**src/rtl/xp_pkg.sv**
```systemverilog
package xp_pkg;
   localparam int RA_W = 3;
   typedef enum logic [RA_W-1:0] {
      RS_SEL  = 3'd0,
      RS_DIR  = 3'd1,
      RS_DOUT = 3'd2,
      RS_DIN  = 3'd3,
      RS_MODE = 3'd4
   } reg_sel_e;
endpackage

```
**src/rtl/xp_regs.sv**
```systemverilog
module xp_regs
   import xp_pkg::*;
#(
   parameter int W     = 8,
   parameter int PBIT  = 7
) (
   input  logic            clk,
   input  logic            rst_n,
   input  logic [RA_W-1:0] addr,
   input  logic [W-1:0]    wdata,
   input  logic            wr,
   input  logic            rd,
   input  logic            periph_hit,
   input  logic [W-1:0]    pin_in,
   output logic [W-1:0]    sel_q,
   output logic [W-1:0]    dir_q,
   output logic [W-1:0]    dout_q,
   output logic [W-1:0]    mode_q,
   output logic [W-1:0]    rdata,
   output logic            periph_en
);
   logic          wr_ok;
   logic [W-1:0]  reg_mux;

   assign wr_ok     = wr && !periph_hit;
   assign periph_en = mode_q[PBIT];

   always_ff @(posedge clk or negedge rst_n) begin
      if (!rst_n) begin
         sel_q  <= '0;
         dir_q  <= '0;
         dout_q <= '0;
         mode_q <= '0;
      end else if (wr_ok) begin
         case (addr)
            RS_SEL:  sel_q  <= wdata;
            RS_DIR:  dir_q  <= wdata;
            RS_DOUT: dout_q <= wdata;
            RS_MODE: mode_q <= wdata;
            default: ;
         endcase
      end
   end

   always_comb begin
      case (addr)
         RS_SEL:  reg_mux = sel_q;
         RS_DIR:  reg_mux = dir_q;
         RS_DOUT: reg_mux = dout_q;
         RS_DIN:  reg_mux = pin_in;
         RS_MODE: reg_mux = mode_q;
         default: reg_mux = '0;
      endcase
   end

   always_comb begin
      if (!rd)             rdata = '0;
      else if (periph_hit) rdata = pin_in;
      else                 rdata = reg_mux;
   end


   periph_wr_block_chk: assert property (@(posedge clk) disable iff (!rst_n)
      (wr && periph_hit) |=> ($stable(sel_q) && $stable(dir_q) && $stable(dout_q) && $stable(mode_q)));


   sel_wr_chk: assert property (@(posedge clk) disable iff (!rst_n)
      (wr && !periph_hit && addr == RS_SEL) |=> (sel_q == $past(wdata)));


   unused_wr_chk: assert property (@(posedge clk) disable iff (!rst_n)
      (wr && addr > RS_MODE) |=> ($stable(sel_q) && $stable(dir_q) && $stable(dout_q) && $stable(mode_q)));
endmodule

```
**src/rtl/xp_addr_latch.sv**
```systemverilog
module xp_addr_latch #(
   parameter int W = 8
) (
   input  logic         clk,
   input  logic         rst_n,
   input  logic         ale,
   input  logic [W-1:0] ad_bus,
   output logic [W-1:0] addr_q
);
   always_ff @(posedge clk or negedge rst_n) begin
      if (!rst_n)   addr_q <= '0;
      else if (ale) addr_q <= ad_bus;
   end


   addr_hold_chk: assert property (@(posedge clk) disable iff (!rst_n)
      !ale |=> $stable(addr_q));


   addr_take_chk: assert property (@(posedge clk) disable iff (!rst_n)
      ale |=> (addr_q == $past(ad_bus)));
endmodule

```
**src/rtl/xp_pin_slice.sv**
```systemverilog
module xp_pin_slice #(
   parameter bit HAS_PT = 1'b1
) (
   input  logic periph_en,
   input  logic periph_drive,
   input  logic wbit,
   input  logic sel,
   input  logic dir,
   input  logic dout,
   input  logic abit,
   input  logic pt_out,
   input  logic pt_oe,
   output logic out,
   output logic oe
);
   logic pt_en;

   generate
      if (HAS_PT) begin : g_pt
         assign pt_en = pt_oe;
      end else begin : g_nopt
         logic unused_pt;
         assign unused_pt = pt_oe;
         assign pt_en     = 1'b0;
      end
   endgenerate

   always_comb begin
      if (periph_en) begin
         oe  = periph_drive;
         out = wbit;
      end else begin
         oe = pt_en | dir;
         if (sel)      out = abit;
         else if (dir) out = dout;
         else          out = pt_out;
      end
   end


   periph_oe_chk: assert final (!(periph_en && !periph_drive) || !oe);
endmodule

```
**src/rtl/xp_port.sv**
```systemverilog
module xp_port
   import xp_pkg::*;
#(
   parameter int          PORT_W     = 8,
   parameter int          PERIPH_BIT = 7,
   parameter logic [7:0]  PT_OE_MASK = 8'hF7
) (
   input  logic              clk,
   input  logic              rst_n,
   input  logic [RA_W-1:0]   reg_addr,
   input  logic [PORT_W-1:0] reg_wdata,
   input  logic              reg_wr,
   input  logic              reg_rd,
   output logic [PORT_W-1:0] reg_rdata,
   input  logic              ale,
   input  logic [PORT_W-1:0] ad_bus,
   input  logic [PORT_W-1:0] pt_out,
   input  logic [PORT_W-1:0] pt_oe,
   input  logic              psel0,
   input  logic              psel1,
   input  logic [PORT_W-1:0] pin_in,
   output logic [PORT_W-1:0] pin_out,
   output logic [PORT_W-1:0] pin_oe
);
   localparam int MASK_W = (PORT_W < 8) ? PORT_W : 8;

   generate
      if (PORT_W < 1 || PORT_W > 8) begin : g_bad_w
         $error("xp_port: PORT_W must lie in 1..8");
      end
      if (PERIPH_BIT >= PORT_W) begin : g_bad_pb
         $error("xp_port: PERIPH_BIT must be below PORT_W");
      end
   endgenerate

   logic [PORT_W-1:0] sel_q, dir_q, dout_q, mode_q, addr_q;
   logic              periph_en, periph_hit, periph_drive;

   assign periph_hit   = periph_en && (psel0 || psel1);
   assign periph_drive = periph_hit && reg_wr;

   xp_regs #(.W(PORT_W), .PBIT(PERIPH_BIT)) u_regs (
      .clk        (clk),
      .rst_n      (rst_n),
      .addr       (reg_addr),
      .wdata      (reg_wdata),
      .wr         (reg_wr),
      .rd         (reg_rd),
      .periph_hit (periph_hit),
      .pin_in     (pin_in),
      .sel_q      (sel_q),
      .dir_q      (dir_q),
      .dout_q     (dout_q),
      .mode_q     (mode_q),
      .rdata      (reg_rdata),
      .periph_en  (periph_en)
   );

   xp_addr_latch #(.W(PORT_W)) u_alat (
      .clk    (clk),
      .rst_n  (rst_n),
      .ale    (ale),
      .ad_bus (ad_bus),
      .addr_q (addr_q)
   );

   generate
      for (genvar i = 0; i < PORT_W; i++) begin : g_pin
         xp_pin_slice #(.HAS_PT(PT_OE_MASK[i % MASK_W])) u_slice (
            .periph_en    (periph_en),
            .periph_drive (periph_drive),
            .wbit         (reg_wdata[i]),
            .sel          (sel_q[i]),
            .dir          (dir_q[i]),
            .dout         (dout_q[i]),
            .abit         (addr_q[i]),
            .pt_out       (pt_out[i]),
            .pt_oe        (pt_oe[i]),
            .out          (pin_out[i]),
            .oe           (pin_oe[i])
         );
      end
   endgenerate


   oe_or_chk: assert property (@(posedge clk) disable iff (!rst_n)
      !periph_en |-> ((pin_oe & dir_q) == dir_q));


   mcu_out_chk: assert property (@(posedge clk) disable iff (!rst_n)
      !periph_en |-> (((pin_out ^ dout_q) & ~sel_q & dir_q) == '0));


   addr_out_chk: assert property (@(posedge clk) disable iff (!rst_n)
      !periph_en |-> (((pin_out ^ addr_q) & sel_q) == '0));


   periph_quiet_chk: assert property (@(posedge clk) disable iff (!rst_n)
      (periph_en && !psel0 && !psel1) |-> (pin_oe == '0));
endmodule

```
**config.mk**
```make
export PLATFORM = sky130hd
export DESIGN_NAME = xp_port
export DESIGN_NICKNAME = d
export VERILOG_FILES = /design/src/rtl/xp_pkg.sv /design/src/rtl/xp_regs.sv /design/src/rtl/xp_addr_latch.sv /design/src/rtl/xp_pin_slice.sv /design/src/rtl/xp_port.sv
export SDC_FILE = /design/constraint.sdc
export NUM_CORES = 1
export LEC_CHECK = 0
export BUFFER_PORTS_ARGS = -buffer_cell sky130_fd_sc_hd__buf_2
export CAP_MARGIN = 5
export CORE_MARGIN = 2
export CORE_UTILIZATION = 52
export DETAILED_ROUTE_END_ITERATION = 16
export PLACE_DENSITY = 0.85
export SLEW_MARGIN = 5
export SYNTH_ARGS = -nofsm -noshare
export SYNTH_HDL_FRONTEND = slang
export SYNTH_SLANG_ARGS = --single-unit
```
**constraint.sdc**
```tcl
create_clock -name clk -period 1.9 [get_ports clk]
set_input_delay 0.095 -clock clk [delete_from_list [all_inputs] [get_ports clk]]
set_output_delay 0.095 -clock clk [all_outputs]
set_load 0.02 [all_outputs]
```
### Yosys cells after proc, flatten, opt, wreduce, memory -nomap -nowiden

Cells that the tools add are included.

* output and inout bits: 24
* register bits after elaboration: 40
* input bits: 50
* word-level logic and storage cells: 61

* reductions and logical operators: 10
* multiplexer cells: 35
* equal/unequal tests: 4
* bitwise gates (word level): 7

Operators with widths (number)
* $pmux 8 s5: 1
* $mux 1: 32
* $mux 8: 2
* $reduce_and 2->1: 4
* $or 1x1->1: 7
* $eq 3x2->1 const B: 2
* $eq 3x1->1 const B: 1
* $eq 3x3->1 const B: 1
* $logic_and 1x1->1: 3
* $logic_not 3->1: 1
* $logic_not 1->1: 1
* $logic_or 1x1->1: 1

### Logic depth before layout (Yosys ltp)

* depth after elaboration: 5
* gate-level depth with buffers: 5
* gate-level depth less buffers: 3

### Modules after synthesis

From an unflattened synthesis, not the netlist that was laid out.

* cells, all modules: 207
* area, all modules: 2364.8 sq um

By module, submodules not included
* xp_regs: instances 1, cells each 127, area each 1641.6 sq um
* xp_pin_slice (g_pin[0].u_slice ...): instances 7, cells each 8, area each 47.5 sq um
* xp_addr_latch: instances 1, cells each 17, area each 331.6 sq um
* xp_pin_slice (g_pin[3].u_slice): instances 1, cells each 5, area each 41.3 sq um
* xp_port: instances 1, cells each 2, area each 17.5 sq um

### Worst setup path after synthesis

OpenSTA, ideal clock, no wires.

* path type: reg-to-output
* start point: register u_regs.mode_q[7]
* end point: output reg_rdata[0]
* arrival time: 1347 ps
* cell stages (with the launch flop): 5
* path slack: 458 ps
* required time: 1805 ps
* path through: dfrtp_1 -> buf_2 -> o21ai_4 -> nand3_1 -> o2bb2ai_1

* longest elaborated chain between the ends: 3

Ends and longest elaborated chain
* from (decl): RTL line xp_regs.sv:18 `output logic [W-1:0] mode_q,`
* from (signal assigned): RTL line xp_regs.sv:39 `RS_MODE: mode_q <= wdata;`
* $logic_and 1x1->1: RTL line xp_port.sv:39 `assign periph_hit = periph_en && (psel0 || psel1);`
* $mux 8: RTL line xp_regs.sv:58 `else if (periph_hit) rdata = pin_in;`
* $mux 8: RTL line xp_regs.sv:57 `if (!rd) rdata = '0;`
* to (decl): RTL line xp_port.sv:14 `output logic [PORT_W-1:0] reg_rdata,`

No other way between the ends.

### Worst setup path in the final report

* start point: register u_regs.mode_q[7]
* end point: output reg_rdata[6]

The elaborated chain is that of the path after synthesis.

==> reports/metrics.csv <==
metric,value,unit
place_area,2755,um2
path_depth,4,
period_needed,1.743,ns
setup_viol,0,
crit_type,reg2out,
drt_iter0_drc,117,
crit_path_start_kind,register,
drt-total-wl,5.468,mm
min_path_cells,2,
fin_cells,320,
timing.final.crit_share,0.9172,
hpwl,3.760,mm
cp_cell_sequence,o21ai_4 > nand3_2 > o2bb2ai_1 > buf_2,
drtPass1Iterations,4,
clk_pin_slew,0.07,ns
grt_pass1_wl,8.493,mm
layout-drive-gt1-share,0.5526,
hp-class,in2reg,
finalMaxSlewViolations,0,
worst_hold_slack,0.03509,ns
wl_per_cell,17.09,um
yosysMostFrequentCell,mux2_2,
power,2.665,mW
netlist-cell-type-count,26,
finalNetCount,316,
status,finished clean,
cts_buffers,5,
synth.top_cell.area_share,0.4049,
syn-num-nets,259,
final.fill_count,360,
multi_input_comb_area,1305,um2
leakage,1.302,nW
gp_congestion,0.7359,
clock_latency,0.29,ns
synthFlopType,dfrtp_1,
ant_nets,0,
register_area,1001,um2
grt_antenna_before_repair,0,
clock.fmax,0.5738,GHz
root_buffer,clkbuf_8,
path_buf_inv,1,
fin_util,0.6175,
num_rows,25,
syn-cell-area,2472,um2
cts_tree,yes,
syn_area_per_cell,11.83,um2
die_w,72.96,um
core,4661,um2
io_buffers,72,
cts.path.max_buffers,2,
grt_remaining_overflow,0,
hold_viol_final,0,
vias,1838,
synth_edf_count,0,
critPathMaxStageDelay,0.42,ns
synthToLayoutAreaGrowth,16.40,%
ys_warn_count,0,
yosysTopAreaCell,dfrtp_1,
via_per_inst,5.744,
yosys-top-cells-area,"dfrtp_1 (40%), mux2_2 (25%), nor4bb_1 (6.5%)",
dp_cells,312,
async_flop_share,1.000,
drv_cap,0,
rsz0062_at_grt,false,
grt_pass1_vias,1729,
stdcell_area,2878,um2
ir_worst_vdd,0.5148,mV
cp_slowest_cell,dfrtp_1,
setup_ws,0.1573,ns
pwr_density_cell,926.1,nW/um2
start_util,0.5305,
ys_seq_area_frac,0.4049,
drc,0,
yosys-top-cells-count,"mux2_2 (55), dfrtp_1 (40), o21ai_0 (17)",
ys_ff_latch,40,
finalSetupTns,0,ns
htreeDepth,2,
num_antenna_cells,0,
slew_headroom,0.5200,
cp_top_family,flip-flops,
skew,0.002877,ns
worst_pin_slew,0.7173,ns
worstPathRequired,1.80,ns
die_area,5322,um2
grt_max_degree,30,
boundaryPins,74,
grt_usage,0.2149,
path_max_fanout,8,
chipHeight,72.96,um
end_kind,output pin,
dp_slack,0.1955,ns
cts.sinks,40,
cp.arrival,1.65,ns
synth_cells,209,
r2r_cells,3,
-- final timing paths --
kind                             startpoint               end  slack, ns
setup / recovery           u_regs.mode_q[7]      reg_rdata[6]       0.16
hold / removal                    ad_bus[1]  u_alat.addr_q[1]       0.04
setup reg to reg           u_regs.mode_q[7]  u_regs.dout_q[3]       0.47
hold reg to reg            u_regs.mode_q[2]  u_regs.mode_q[2]       0.49
max in group asynchronous             rst_n  u_regs.mode_q[4]       1.19
min in group asynchronous             rst_n  u_alat.addr_q[6]       0.22
-- final cells by class --
cell class,instances,share of cell area
inverters,1,0.001304
multi-input cells,141,0.4535
well taps,54,0.02348
repair buffers,77,0.1404
flip-flops and latches,40,0.3478
clock buffers,7,0.03348
-- cell usage in the layout (no fill, tap or decap), types with 3 or more instances in the layout --
cell type | netlist | final
buf_4 | 16 | 3
mux2_2 | 55 | 55
nor4bb_1 | 16 | 16
o2bb2ai_1 | 8 | 8
dfrtp_1 | 40 | 40
nor2_1 | 9 | 9
o21ai_0 | 17 | 17
a211oi_1 | 8 | 8
buf_2 | 3 | 72
mux2i_1 | 8 | 8
nand2_1 | 8 | 8
clkbuf_8 | 0 | 7
-- power by group --
group          internal, mW  switching (mW)  leakage (nW)  total (mW)
logic                 0.452           0.459         0.774       0.911
clock network         0.323           0.278        0.0503       0.602
registers              1.02           0.134         0.478        1.15
total                  1.79           0.871          1.30        2.67
-- metal layers --
layer	routed length, um	track usage
met5	0	0
met4	80	0.06790
met3	212	0.03867
met2	2662	0.3485
met1	2512	0.2939
-- kinds of logic after synthesis --
family                 Yosys count  share of synthesized area
buffers and inverters           28                    0.07237
AOI/OAI and AO/OA               36                     0.1012
muxes                           64                     0.2874
DFF                             40                     0.4049
and+or+nand+nor                 41                     0.1341
-- state kept, by name (all words and copies together), names as in the netlist --
signal and flops:
u_regs.dout_q 8, u_regs.sel_q 8, u_regs.dir_q 8, u_regs.mode_q 8, u_alat.addr_q 8
-- worst register-to-register path: stages, from the launching register on --
cell     delay, ns
dfrtp_1       0.42
o21ai_4       0.18
nand3_2       0.35
mux2_2        0.37
-- what timing repair did --
item / in CTS / in global routing
buffers inserted: 0 / 0
gates resized for setup: 1 / 2
hold buffers: 1 / 0
setup endpoints to repair: 2 / 6
endpoints found under the hold margin: 12 / 0
No activity file was read; power rests on OpenSTA's default activity.
